`src/rtl/pio_mover_pkg.sv`:
```
package pio_mover_pkg;

  // strobes from control to datapath
  typedef struct packed {
    logic load;     // capture start inputs, compute counts
    logic capDev;   // capture device word
    logic capLo;    // capture buffer byte as low byte, clear high byte
    logic capHi;    // capture buffer byte as high byte
    logic advAddr;  // buffer pointer + 1
    logic decWord;  // one whole word finished
    logic clrOdd;   // odd byte finished
    logic decDrain; // one surplus word dropped
    logic selHi;    // buffer write takes high byte
  } moverCmd_t;

  // status from datapath to control
  typedef struct packed {
    logic dirIn;
    logic zeroCnt;
    logic wordsPend;
    logic oddPend;
    logic drainPend;
  } moverStat_t;

  typedef enum logic [3:0] {
    ST_IDLE, ST_PICK, ST_IN_RD, ST_IN_WLO, ST_IN_WHI,
    ST_OUT_RLO, ST_OUT_CLO, ST_OUT_RHI, ST_OUT_CHI, ST_OUT_WR,
    ST_DRAIN, ST_SETTLE, ST_DONE
  } moverState_t;

endpackage

```
`src/rtl/pio_mover_dp.sv`:
```
module pio_mover_dp
  import pio_mover_pkg::*;
#(
  parameter int RES_W  = 20,  // must be at least 16
  parameter int ADDR_W = 12
) (
  input  logic              clk,
  input  logic              rstN,
  input  moverCmd_t         cmd,
  input  logic              startDirIn,
  input  logic [7:0]        cylLo,
  input  logic [7:0]        cylHi,
  input  logic [RES_W-1:0]  residIn,
  input  logic [ADDR_W-1:0] baseAddr,
  input  logic [15:0]       devRdData,
  input  logic [7:0]        bufRdData,
  output moverStat_t        stat,
  output logic [RES_W-1:0]  resid,
  output logic [ADDR_W-1:0] bufAddr,
  output logic [15:0]       devWrData,
  output logic [7:0]        bufWrData
);

  logic              dirReg;
  logic [15:0]       devCnt;
  logic [14:0]       wordsLeft;
  logic              oddLeft;
  logic [15:0]       drainLeft;
  logic [ADDR_W-1:0] addrReg;
  logic [RES_W-1:0]  residReg;
  logic [15:0]       wordReg;

  // start-time arithmetic
  logic [15:0] devCntNext;
  logic        residShort;
  logic [15:0] xferNext;
  logic [15:0] ceilDev;
  logic [15:0] ceilXfer;
  logic [15:0] drainNext;

  always_comb begin
    devCntNext = {cylHi, cylLo};
    residShort = residIn < RES_W'(devCntNext);
    xferNext   = residShort ? residIn[15:0] : devCntNext;
    ceilDev    = {1'b0, devCntNext[15:1]} + {15'd0, devCntNext[0]};
    ceilXfer   = {1'b0, xferNext[15:1]} + {15'd0, xferNext[0]};
    // every device word not carrying buffer data is dropped on input
    drainNext  = startDirIn ? (ceilDev - ceilXfer) : 16'd0;
  end

  always_ff @(posedge clk) begin
    if (!rstN) begin
      dirReg    <= 1'b0;
      devCnt    <= '0;
      wordsLeft <= '0;
      oddLeft   <= 1'b0;
      drainLeft <= '0;
      addrReg   <= '0;
      residReg  <= '0;
      wordReg   <= '0;
    end else begin
      if (cmd.load) begin
        dirReg    <= startDirIn;
        devCnt    <= devCntNext;
        wordsLeft <= xferNext[15:1];
        oddLeft   <= xferNext[0];
        drainLeft <= drainNext;
        addrReg   <= baseAddr;
        residReg  <= residIn - RES_W'(xferNext);
      end
      if (cmd.capDev) wordReg <= devRdData;
      if (cmd.capLo)  wordReg <= {8'h00, bufRdData};
      if (cmd.capHi)  wordReg[15:8] <= bufRdData;
      if (cmd.advAddr)  addrReg   <= addrReg + ADDR_W'(1);
      if (cmd.decWord)  wordsLeft <= wordsLeft - 15'd1;
      if (cmd.clrOdd)   oddLeft   <= 1'b0;
      if (cmd.decDrain) drainLeft <= drainLeft - 16'd1;
    end
  end

  always_comb begin
    stat.dirIn     = dirReg;
    stat.zeroCnt   = (devCnt == 16'd0);
    stat.wordsPend = (wordsLeft != 15'd0);
    stat.oddPend   = oddLeft;
    stat.drainPend = (drainLeft != 16'd0);
  end

  assign resid     = residReg;
  assign bufAddr   = addrReg;
  assign devWrData = wordReg;
  assign bufWrData = cmd.selHi ? wordReg[15:8] : wordReg[7:0];

endmodule

```
`src/rtl/pio_mover_ctl.sv`:
```
module pio_mover_ctl
  import pio_mover_pkg::*;
#(
  parameter int SETTLE_CYC = 80
) (
  input  logic       clk,
  input  logic       rstN,
  input  logic       startStb,
  input  logic       devAck,
  input  moverStat_t stat,
  output moverCmd_t  cmd,
  output logic       devRd,
  output logic       devWr,
  output logic       bufRe,
  output logic       bufWe,
  output logic       busy,
  output logic       done
);

  localparam int SET_W = $clog2(SETTLE_CYC + 1);
  localparam logic [SET_W-1:0] SET_LAST = SET_W'(SETTLE_CYC - 1);

  moverState_t state, nextState;
  logic [SET_W-1:0] settleCnt;

  always_comb begin
    nextState = state;
    cmd   = '0;
    devRd = 1'b0;
    devWr = 1'b0;
    bufRe = 1'b0;
    bufWe = 1'b0;
    done  = 1'b0;
    unique case (state)
      ST_IDLE: begin
        if (startStb) begin
          cmd.load  = 1'b1;
          nextState = ST_PICK;
        end
      end
      ST_PICK: begin
        if (stat.zeroCnt)                      nextState = ST_DONE;
        else if (stat.wordsPend || stat.oddPend)
          nextState = stat.dirIn ? ST_IN_RD : ST_OUT_RLO;
        else if (stat.drainPend)               nextState = ST_DRAIN;
        else                                   nextState = ST_SETTLE;
      end
      ST_IN_RD: begin
        devRd = 1'b1;
        if (devAck) begin
          cmd.capDev = 1'b1;
          nextState  = ST_IN_WLO;
        end
      end
      ST_IN_WLO: begin
        bufWe       = 1'b1;
        cmd.advAddr = 1'b1;
        if (stat.wordsPend) nextState = ST_IN_WHI;
        else begin
          cmd.clrOdd = 1'b1;
          nextState  = ST_PICK;
        end
      end
      ST_IN_WHI: begin
        bufWe       = 1'b1;
        cmd.selHi   = 1'b1;
        cmd.advAddr = 1'b1;
        cmd.decWord = 1'b1;
        nextState   = ST_PICK;
      end
      ST_OUT_RLO: begin
        bufRe     = 1'b1;
        nextState = ST_OUT_CLO;
      end
      ST_OUT_CLO: begin
        cmd.capLo   = 1'b1;
        cmd.advAddr = 1'b1;
        nextState   = stat.wordsPend ? ST_OUT_RHI : ST_OUT_WR;
      end
      ST_OUT_RHI: begin
        bufRe     = 1'b1;
        nextState = ST_OUT_CHI;
      end
      ST_OUT_CHI: begin
        cmd.capHi   = 1'b1;
        cmd.advAddr = 1'b1;
        nextState   = ST_OUT_WR;
      end
      ST_OUT_WR: begin
        devWr = 1'b1;
        if (devAck) begin
          if (stat.wordsPend) cmd.decWord = 1'b1;
          else                cmd.clrOdd  = 1'b1;
          nextState = ST_PICK;
        end
      end
      ST_DRAIN: begin
        devRd = 1'b1;
        if (devAck) begin
          cmd.decDrain = 1'b1;
          nextState    = ST_PICK;
        end
      end
      ST_SETTLE: begin
        if (settleCnt == SET_LAST) nextState = ST_DONE;
      end
      ST_DONE: begin
        done      = 1'b1;
        nextState = ST_IDLE;
      end
      default: nextState = ST_IDLE;
    endcase
  end

  always_ff @(posedge clk) begin
    if (!rstN) begin
      state     <= ST_IDLE;
      settleCnt <= '0;
    end else begin
      state <= nextState;
      if (state == ST_SETTLE) settleCnt <= settleCnt + SET_W'(1);
      else                    settleCnt <= '0;
    end
  end

  assign busy = (state != ST_IDLE);

endmodule

```
`src/rtl/pio_mover.sv`:
```
module pio_mover
  import pio_mover_pkg::*;
#(
  parameter int RES_W         = 20,
  parameter int ADDR_W        = 12,
  parameter int CLK_PERIOD_NS = 5,
  parameter int SETTLE_NS     = 400
) (
  input  logic              clk,
  input  logic              rstN,
  input  logic              startStb,
  input  logic              dirIn,
  input  logic [7:0]        cylLo,
  input  logic [7:0]        cylHi,
  input  logic [RES_W-1:0]  residIn,
  input  logic [ADDR_W-1:0] baseAddr,
  output logic              busy,
  output logic              done,
  output logic [RES_W-1:0]  resid,
  output logic [ADDR_W-1:0] bufAddr,
  output logic              devRd,
  output logic              devWr,
  output logic [15:0]       devWrData,
  input  logic [15:0]       devRdData,
  input  logic              devAck,
  output logic              bufRe,
  output logic              bufWe,
  output logic [7:0]        bufWrData,
  input  logic [7:0]        bufRdData
);

  localparam int SETTLE_RAW = (SETTLE_NS + CLK_PERIOD_NS - 1) / CLK_PERIOD_NS;
  localparam int SETTLE_CYC = (SETTLE_RAW < 1) ? 1 : SETTLE_RAW;

  moverCmd_t  cmd;
  moverStat_t stat;

  pio_mover_ctl #(.SETTLE_CYC(SETTLE_CYC)) u_ctl (
    .clk      (clk),
    .rstN     (rstN),
    .startStb (startStb),
    .devAck   (devAck),
    .stat     (stat),
    .cmd      (cmd),
    .devRd    (devRd),
    .devWr    (devWr),
    .bufRe    (bufRe),
    .bufWe    (bufWe),
    .busy     (busy),
    .done     (done)
  );

  pio_mover_dp #(.RES_W(RES_W), .ADDR_W(ADDR_W)) u_dp (
    .clk        (clk),
    .rstN       (rstN),
    .cmd        (cmd),
    .startDirIn (dirIn),
    .cylLo      (cylLo),
    .cylHi      (cylHi),
    .residIn    (residIn),
    .baseAddr   (baseAddr),
    .devRdData  (devRdData),
    .bufRdData  (bufRdData),
    .stat       (stat),
    .resid      (resid),
    .bufAddr    (bufAddr),
    .devWrData  (devWrData),
    .bufWrData  (bufWrData)
  );

endmodule

```
`config.mk`:
```
export PLATFORM = sky130hd
export DESIGN_NAME = pio_mover
export DESIGN_NICKNAME = d
export VERILOG_FILES = /design/src/rtl/pio_mover_pkg.sv /design/src/rtl/pio_mover_dp.sv /design/src/rtl/pio_mover_ctl.sv /design/src/rtl/pio_mover.sv
export SDC_FILE = /design/constraint.sdc
export NUM_CORES = 1
export LEC_CHECK = 0
export ABC_AREA = 1
export CAP_MARGIN = 20
export CORE_MARGIN = 4
export CORE_UTILIZATION = 25
export CTS_CLUSTER_SIZE = 40
export DETAILED_ROUTE_END_ITERATION = 12
export SLEW_MARGIN = 5
export SYNTH_ARGS = -nofsm -noshare
export SYNTH_HDL_FRONTEND = slang
export SYNTH_HIERARCHICAL = 1
export SYNTH_SLANG_ARGS = --single-unit
```
`constraint.sdc`:
```
create_clock -name clk -period 9.65 [get_ports clk]
set_input_delay 2.895 -clock clk [delete_from_list [all_inputs] [get_ports clk]]
set_output_delay 2.895 -clock clk [all_outputs]
set_load 0.03 [all_outputs]
```
# --- Yosys cells after proc, flatten, opt, wreduce, memory -nomap -nowiden ---
# Index checks and enable logic that the tools add are counted.
op_classes:
  n_eq_ne: 17
  n_lt_le_gt_ge: 1
  bitwise: 1
  addsub: 8
  mux: 42
  n_reduce_logical: 19
ops:
  columns: ["op", "count"]
  rows:
  - ["$mux W16", 6]
  - ["$pmux W4 S11", 1]
  - ["$add A15 B1 Y16", 2]
  - ["$mux W15", 2]
  - ["$mux W4", 7]
  - ["$mux W12", 2]
  - ["$eq A4 B4 Y1 const B", 5]
  - ["$lt A20 B16 Y1", 1]
  - ["$sub A20 B16 Y20", 1]
  - ["$mux W1", 17]
  - ["$eq A4 B3 Y1 const B", 4]
  - ["$logic_not A16 Y1", 1]
  - ["$mux W8", 2]
  - ["$reduce_bool A16 Y1", 1]
  - ["$sub A16 B1 Y16 const B", 1]
  - ["$sub A16 B16 Y16", 1]
  - ["$reduce_bool A15 Y1", 1]
  - ["$sub A15 B1 Y15 const B", 1]
  - ["$add A12 B1 Y12 const B", 1]
  - ["$reduce_or A2 Y1", 5]
  - ["$eq A4 B2 Y1 const B", 2]
  - ["$reduce_bool A2 Y1", 4]
  - ["$add A7 B1 Y7 const B", 1]
  - ["$eq A7 B7 Y1 const B", 1]
  - ["14 further kinds", 18]
totals:
  out_inout_bits: 62
  elab_cells: 99
  register_bits: 108
  input_bits: 77

# --- Depth between registers and ports, before layout ---
depth:
  ltp_word: 7
  mapped_depth: 31
  depth_no_buf: 31

# --- Hierarchy ---
# Netlist, hierarchy kept.
by_module_without_submodules:
  columns: ["mod", "area_per_inst_um2", "instances", "seq_area_each_um2", "cells_each"]
  rows:
  - ["pio_mover_dp", 7307.0, 1, 1941.9, 1092]
  - ["pio_mover_ctl", 772.0, 1, 220.2, 129]

# --- Worst setup path before layout ---
# OpenSTA, ideal clock, no wires.
synth_path:
  path_type: "input to register"
  start: "in cylHi[7]"
  end: "reg u_dp.drainLeft[9]"
  arrival_time_ns: 6.551
  slack_ns: 3.040
  setup_ns: 0.058
  n_path_buf: 0
  cell_stages: 31
  t_required_ns: 9.592
  path_cell_list: "inv_1 -> ha_1 -> nand2_1 -> nand2_1 -> nor2_2 -> nand2_1 -> a21oi_2 -> nand3_4 -> inv_2 -> nand2_1 -> o21ai_0 -> inv_1 -> or2_2 -> nand2_1 -> inv_1 -> ha_1 -> inv_1 -> nand2_1 -> fa_1 -> ha_1 -> fa_1 -> a21oi_1 -> or2_2 -> nand2_1 -> nand2_1 -> nand2_1 -> a21oi_1 -> o21ai_0 -> nand2_1 -> o211ai_1 -> inv_1"
synth_between:
  elab_chain_len: 7
synth_rtl:
  columns: ["element", "line", "text"]
  rows:
  - ["start, declared", "pio_mover.sv:14", "input logic [7:0] cylHi,"]
  - ["$lt A20 B16 Y1", "pio_mover_dp.sv:43", "residShort = residIn < RES_W'(devCntNext);"]
  - ["$mux W16", "pio_mover_dp.sv:44", "xferNext = residShort ? residIn[15:0] : devCntNext;"]
  - ["net u_dp.xferNext[0]", "pio_mover_dp.sv:36", "logic [15:0] xferNext;"]
  - ["$add A15 B1 Y16", "pio_mover_dp.sv:46", "ceilXfer = {1'b0, xferNext[15:1]} + {15'd0, xferNext[0]};"]
  - ["$sub A16 B16 Y16", "pio_mover_dp.sv:48", "drainNext = startDirIn ? (ceilDev - ceilXfer) : 16'd0;"]
  - ["$mux W16", "pio_mover_dp.sv:48", null]
  - ["$mux W16", "pio_mover_dp.sv:62", "if (cmd.load) begin"]
  - ["$mux W16", "pio_mover_dp.sv:77", "if (cmd.decDrain) drainLeft <= drainLeft - 16'd1;"]
  - ["end signal, assigned", "pio_mover_dp.sv:67", "drainLeft <= drainNext;"]
  - ["end signal, assigned", "pio_mover_dp.sv:77", null]
  - ["end, declared", "pio_mover_dp.sv:28", "logic [15:0] drainLeft;"]
# The timed path passes the listed nets, and every way through them passes these cells. The select of a mux whose other input is x is not followed.
# A chain may end at the register's enable or synchronous reset.

# --- Worst setup path in the final report ---
layout_path:
  start: "in cylLo[1]"
  end: "reg u_dp.drainLeft[15]"
layout_between:
  elab_chain_len: 7
  word_cells_on_any_way: 8
  cone_classes: "add/sub: 3; order compare: 1; mux: 4"
layout_rtl:
  columns: ["element", "line", "text"]
  rows:
  - ["start, declared", "pio_mover.sv:13", "input logic [7:0] cylLo,"]
  - ["$lt A20 B16 Y1", "pio_mover_dp.sv:43", null]
  - ["$mux W16", "pio_mover_dp.sv:44", null]
  - ["net u_dp.xferNext[0]", "pio_mover_dp.sv:36", null]
  - ["$add A15 B1 Y16", "pio_mover_dp.sv:46", null]
  - ["$sub A16 B16 Y16", "pio_mover_dp.sv:48", null]
  - ["$mux W16", "pio_mover_dp.sv:48", null]
  - ["$mux W16", "pio_mover_dp.sv:62", null]
  - ["$mux W16", "pio_mover_dp.sv:77", null]
# The timed path passes the listed nets, and every way through them passes these cells. The select of a mux whose other input is x is not followed.

==> flow_results.org <==
** Drt
- Once detail routing completed, the nets flagged for antenna violations numbered 0.
- For this block, the via count after detailed routing is 8,292.
- Using the TritonRoute via totals, the vias-per-cell ratio works out to 4.744.
- In the final routed layout, each cell accounts on average for 14.00 um.
- Post-Route WL :: 24,470 um
- Number of DRC markers in iteration 0 :: 565
- Post-route DRC violation count :: 0
- Number of detailed-routing iterations run before antenna repair :: 6

** Floorplan
- Starting Density :: 25.47%
- Horiz. Die Dim :: 187.8 um
- Full die area :: 35,260 um^2
- The die is 187.8 um tall.
- Total core area :: 31,720 um^2
- Row count :: 65
- I/O pin count :: 139

** Critical path
- Worst R2R Setup Slack :: 6.12 ns
- Cell seen most often among critical-path stages :: nand2_1
- The worst setup path is of the input pin to flip-flop kind.
- Startpoint of the most critical register-to-register path :: u_dp/wordsLeft[0]
- Origin of the worst setup path :: cylLo[1]
- STA puts the critical path data required time at 9.93 ns.
- Path depth of the worst reg2reg path :: 16
- In this design, the stage delay of the slowest critical-path cell is 0.57 ns.
- Worst setup EP type :: flip-flop
- Of all nets on the critical path, the largest fanout is 28.
- Following the worst setup path forward leads to its endpoint at u_dp/drainLeft[15].
- The worst setup path is launched from an input pin.
- In this run the critical register-to-register path is captured at u_dp/wordsLeft[12].
- STA puts the critical path data arrival time at 7.72 ns.
- The slowest stage of the critical path is the clkdlybuf4s50_1 cell.

** GRT
- Number of global-route vias before repair :: 7,790
- The initial antenna violation count was 0.
- For this run, the total global-route usage over all layers was measured as 13.61%.
- Entering global routing, the biggest net connects 74 pins.
- Global-route wire length before repair :: 39,790 um
- Residual overflow from global routing :: 0

** Power and ir drop
- Switching share of total power :: 46.51%
- Per report_power, the clock group accounts for 16.6% of the total.
- Summed over all nets, the switching power comes to 1.153 mW.
- P_leak :: 4.552 nW
- Cell-internal power :: 1.326 mW
- Sequential cells burn 29.2% of the power.
- Worst-case vdd ir drop :: 0.00008265 V
- Comb pwr share :: 54.1%
- Power per cell area :: 243.9 nW/um^2

** Synth
- For this run, asynchronously set or reset flops after synthesis account for 0%.
- Synthesized area divided by synthesized cell count :: 6.617 um^2
- Summing the sequential cell areas from Yosys gives 26.76% of the chip area.
- Post-Synthesis Net Count :: 1,376
- In the synthesized netlist, the number of instances is 1,221.
- Primary flip-flop cell chosen by synthesis mapping :: dfxtp_1
- After synthesis the netlist holds a flip-flop and latch count of 108.
- Cell variety after synth :: 52
- EDFF count, synth :: 0
- The synthesized netlist occupies a cell area of 8079 um^2.
- Synth warnings :: 6

** Timing
- Hold Violations, Final :: 0
- Final slew viol count :: 0
- Summed over all failing endpoints, the final setup total negative slack is 0 ns.
- Layout Skew :: 0.009493 ns
- The final critical path takes up 77.02% of the cycle.
- Rel. slew slack :: 39.49%
- Derived from the worst setup path, the maximum achievable clock frequency is 134.5 MHz.
- Unrepaired setup endpoints after global routing :: false
- Final-report setup violation count :: 0
- At the pin with the least slew margin, the transition time is 0.9016 ns.
- Counting I/O delays and the setup requirement, the final critical path takes 7.432 ns.

** Layout
- From synthesis to final layout, the design area changed by 25.77%.
- The layout has 3,467 filler cells.
- Of the cells placed in the final design, the portion with a size suffix greater than 1 is 5.572%.
- Summing all flip-flop and latch instances after layout gives 2162 um^2.
- The final layout contains 1,497 nets.
- 0 antenna diodes ended up in the layout.
- Final std cell area, no fill :: 10,160 um^2
- Area used by multi-input combinational logic :: 5052 um^2

** Clocking
- In this run the number of H-tree levels came out at 3.
- Quantity of gates resized following cts :: 0
- CTS tree :: done
- The longest clock path from root to sink contains 2 buffers.
- After clock tree synthesis, the setup repair step added 0 buffers.
- Clock root buffer master :: clkbuf_16
- Clock-pin slew was measured on the worst setup and hold paths at 0.07 ns.
- Buffers inserted to repair hold after CTS numbered 0.
- Inserted Clock Buffers :: 9
- For the worst-skew pair, the clock arrives at the later sink with an insertion delay of 0.35 ns.
- Clock sinks :: 108

** Place
- Summing all placed instances gives a cell area of 9837 um^2.
- Routability-driven placement finished with a final weighted congestion of 0.8496.
- After legalization and detailed placement, the total HPWL measured 19,190 um.
- Port buffering added 138 buffers.

** Run
- Max-cap violations in this run came to 0.

** Min path
- Worst min path class :: flip-flop to flip-flop
- Hold Path Depth :: 1

** Run status
- Outcome :: finished clean
## power by group through the flow
stage	logic, mW	clock network (mW)	registers [mW]
final	1.34	0.412	0.725
after global routing	1.51	0.446	0.747
after CTS	1.35	0.431	0.724
after detailed placement	1.34	0	0.733
after global placement	1.33	0	0.730
after floorplan	0.807	0	0.841
## metrics by stage
stage	total power, mW	setup slack [ns]	cells	hold WS [ns]	utilization (%)
CTS	2.505	2.281	1747	0.4610	32.01
detailed placement	2.076	1.904	1732	0.4487	31.01
global placement	2.060	1.997	1732	0.4312	31.01
finish	2.479	2.218	1748	0.4593	32.04
global route	2.703	1.834	1748	0.4812	32.04
floorplan	1.648	3.040	1221	0.4175	-
## state kept, by name, summed over array words and instances (netlist names)
name / flops
u_dp/oddLeft: 1
u_dp/devCnt: 16
u_ctl/state: 4
u_ctl/settleCnt: 7
u_dp/drainLeft: 16
u_dp/wordsLeft: 15
u_dp/resid: 20
u_dp/bufAddr: 12
u_dp/dirReg: 1
u_dp/devWrData: 16
## routing by layer
metal,global-route usage [%],wire length (um)
met1,18.00,11810
met2,23.46,11240
met3,2.364,1136
met4,2.654,279
met5,0,0
## cells in the final DEF, fill, tap and decap left out, types with 4 or more instances in the layout
cell type	n
or2_2	6
clkinv_1	4
nand2_2	12
inv_2	6
nor2_1	130
o221ai_1	15
nand2_1	237
a22oi_1	8
o21ai_0	101
nor4_1	10
a31oi_1	31
dfxtp_1	108
o21a_1	4
xnor2_1	6
a21oi_1	93
nand3_1	46
clkdlybuf4s50_1	137
nand3_2	4
nor3_1	28
o21ai_1	10
o211ai_1	8
clkbuf_16	9
buf_4	6
inv_1	178
nor2_2	7
mux2_2	8
ha_1	76
xor2_1	11
nand4_1	12
## how the worst min path moves through the flow
stage / startpoint / to / slack (ns)
final: u_ctl/settleCnt[0] / u_ctl/settleCnt[0] / 0.46
after global routing: u_ctl/settleCnt[0] / u_ctl/settleCnt[0] / 0.48
after global placement: u_ctl/settleCnt[0] / u_ctl/settleCnt[0] / 0.43
after CTS: u_ctl/settleCnt[0] / u_ctl/settleCnt[0] / 0.46
after floorplan: u_ctl/settleCnt[0] / u_ctl/settleCnt[0] / 0.42
after detailed placement: u_ctl/settleCnt[0] / u_ctl/settleCnt[0] / 0.45
## final cells by class
cell class | instances | area share [%]
clock buffers | 11 | 2.389
clock inverters | 4 | 0.7265
flip-flops and latches | 108 | 21.28
repair buffers | 144 | 13.99
multi-input cells | 891 | 49.72
well taps | 402 | 4.950
inverters | 188 | 6.945
## cell usage after synthesis, types with 11 or more instances
cell type	number	area share, %
a21oi_1	93	5.8
a31oi_1	31	2.4
clkbuf_1	24	1.1
dfxtp_1	108	27
ha_1	76	12
inv_1	179	8.3
nand2_1	237	11
nand2_2	12	0.93
nand3_1	46	2.8
nand4_1	12	0.93
nor2_1	131	6.1
nor3_1	28	1.7
o21ai_0	101	6.3
o221ai_1	15	1.6
xor2_1	11	1.2
## logic make-up after synthesis
group,after synthesis,synth area share (%)
AO/OA/AOI/OAI,284,20.06
buffers and inverters,222,10.79
flip-flops,108,26.76
AND/OR/NAND/NOR,504,27.16
adder cells (fa/ha/maj),78,12.27
multiplexers,8,1.115
XOR/XNOR,17,1.843
## critical path, delay by kind of cell
family                     cells  cell delay, ns
and+or+nand+nor               14            1.36
buffers and inverters          7            1.31
adders and majority gates      5            1.61
AOI/OAI and AO/OA              5            0.54
Power figures use the tool's default switching activity.
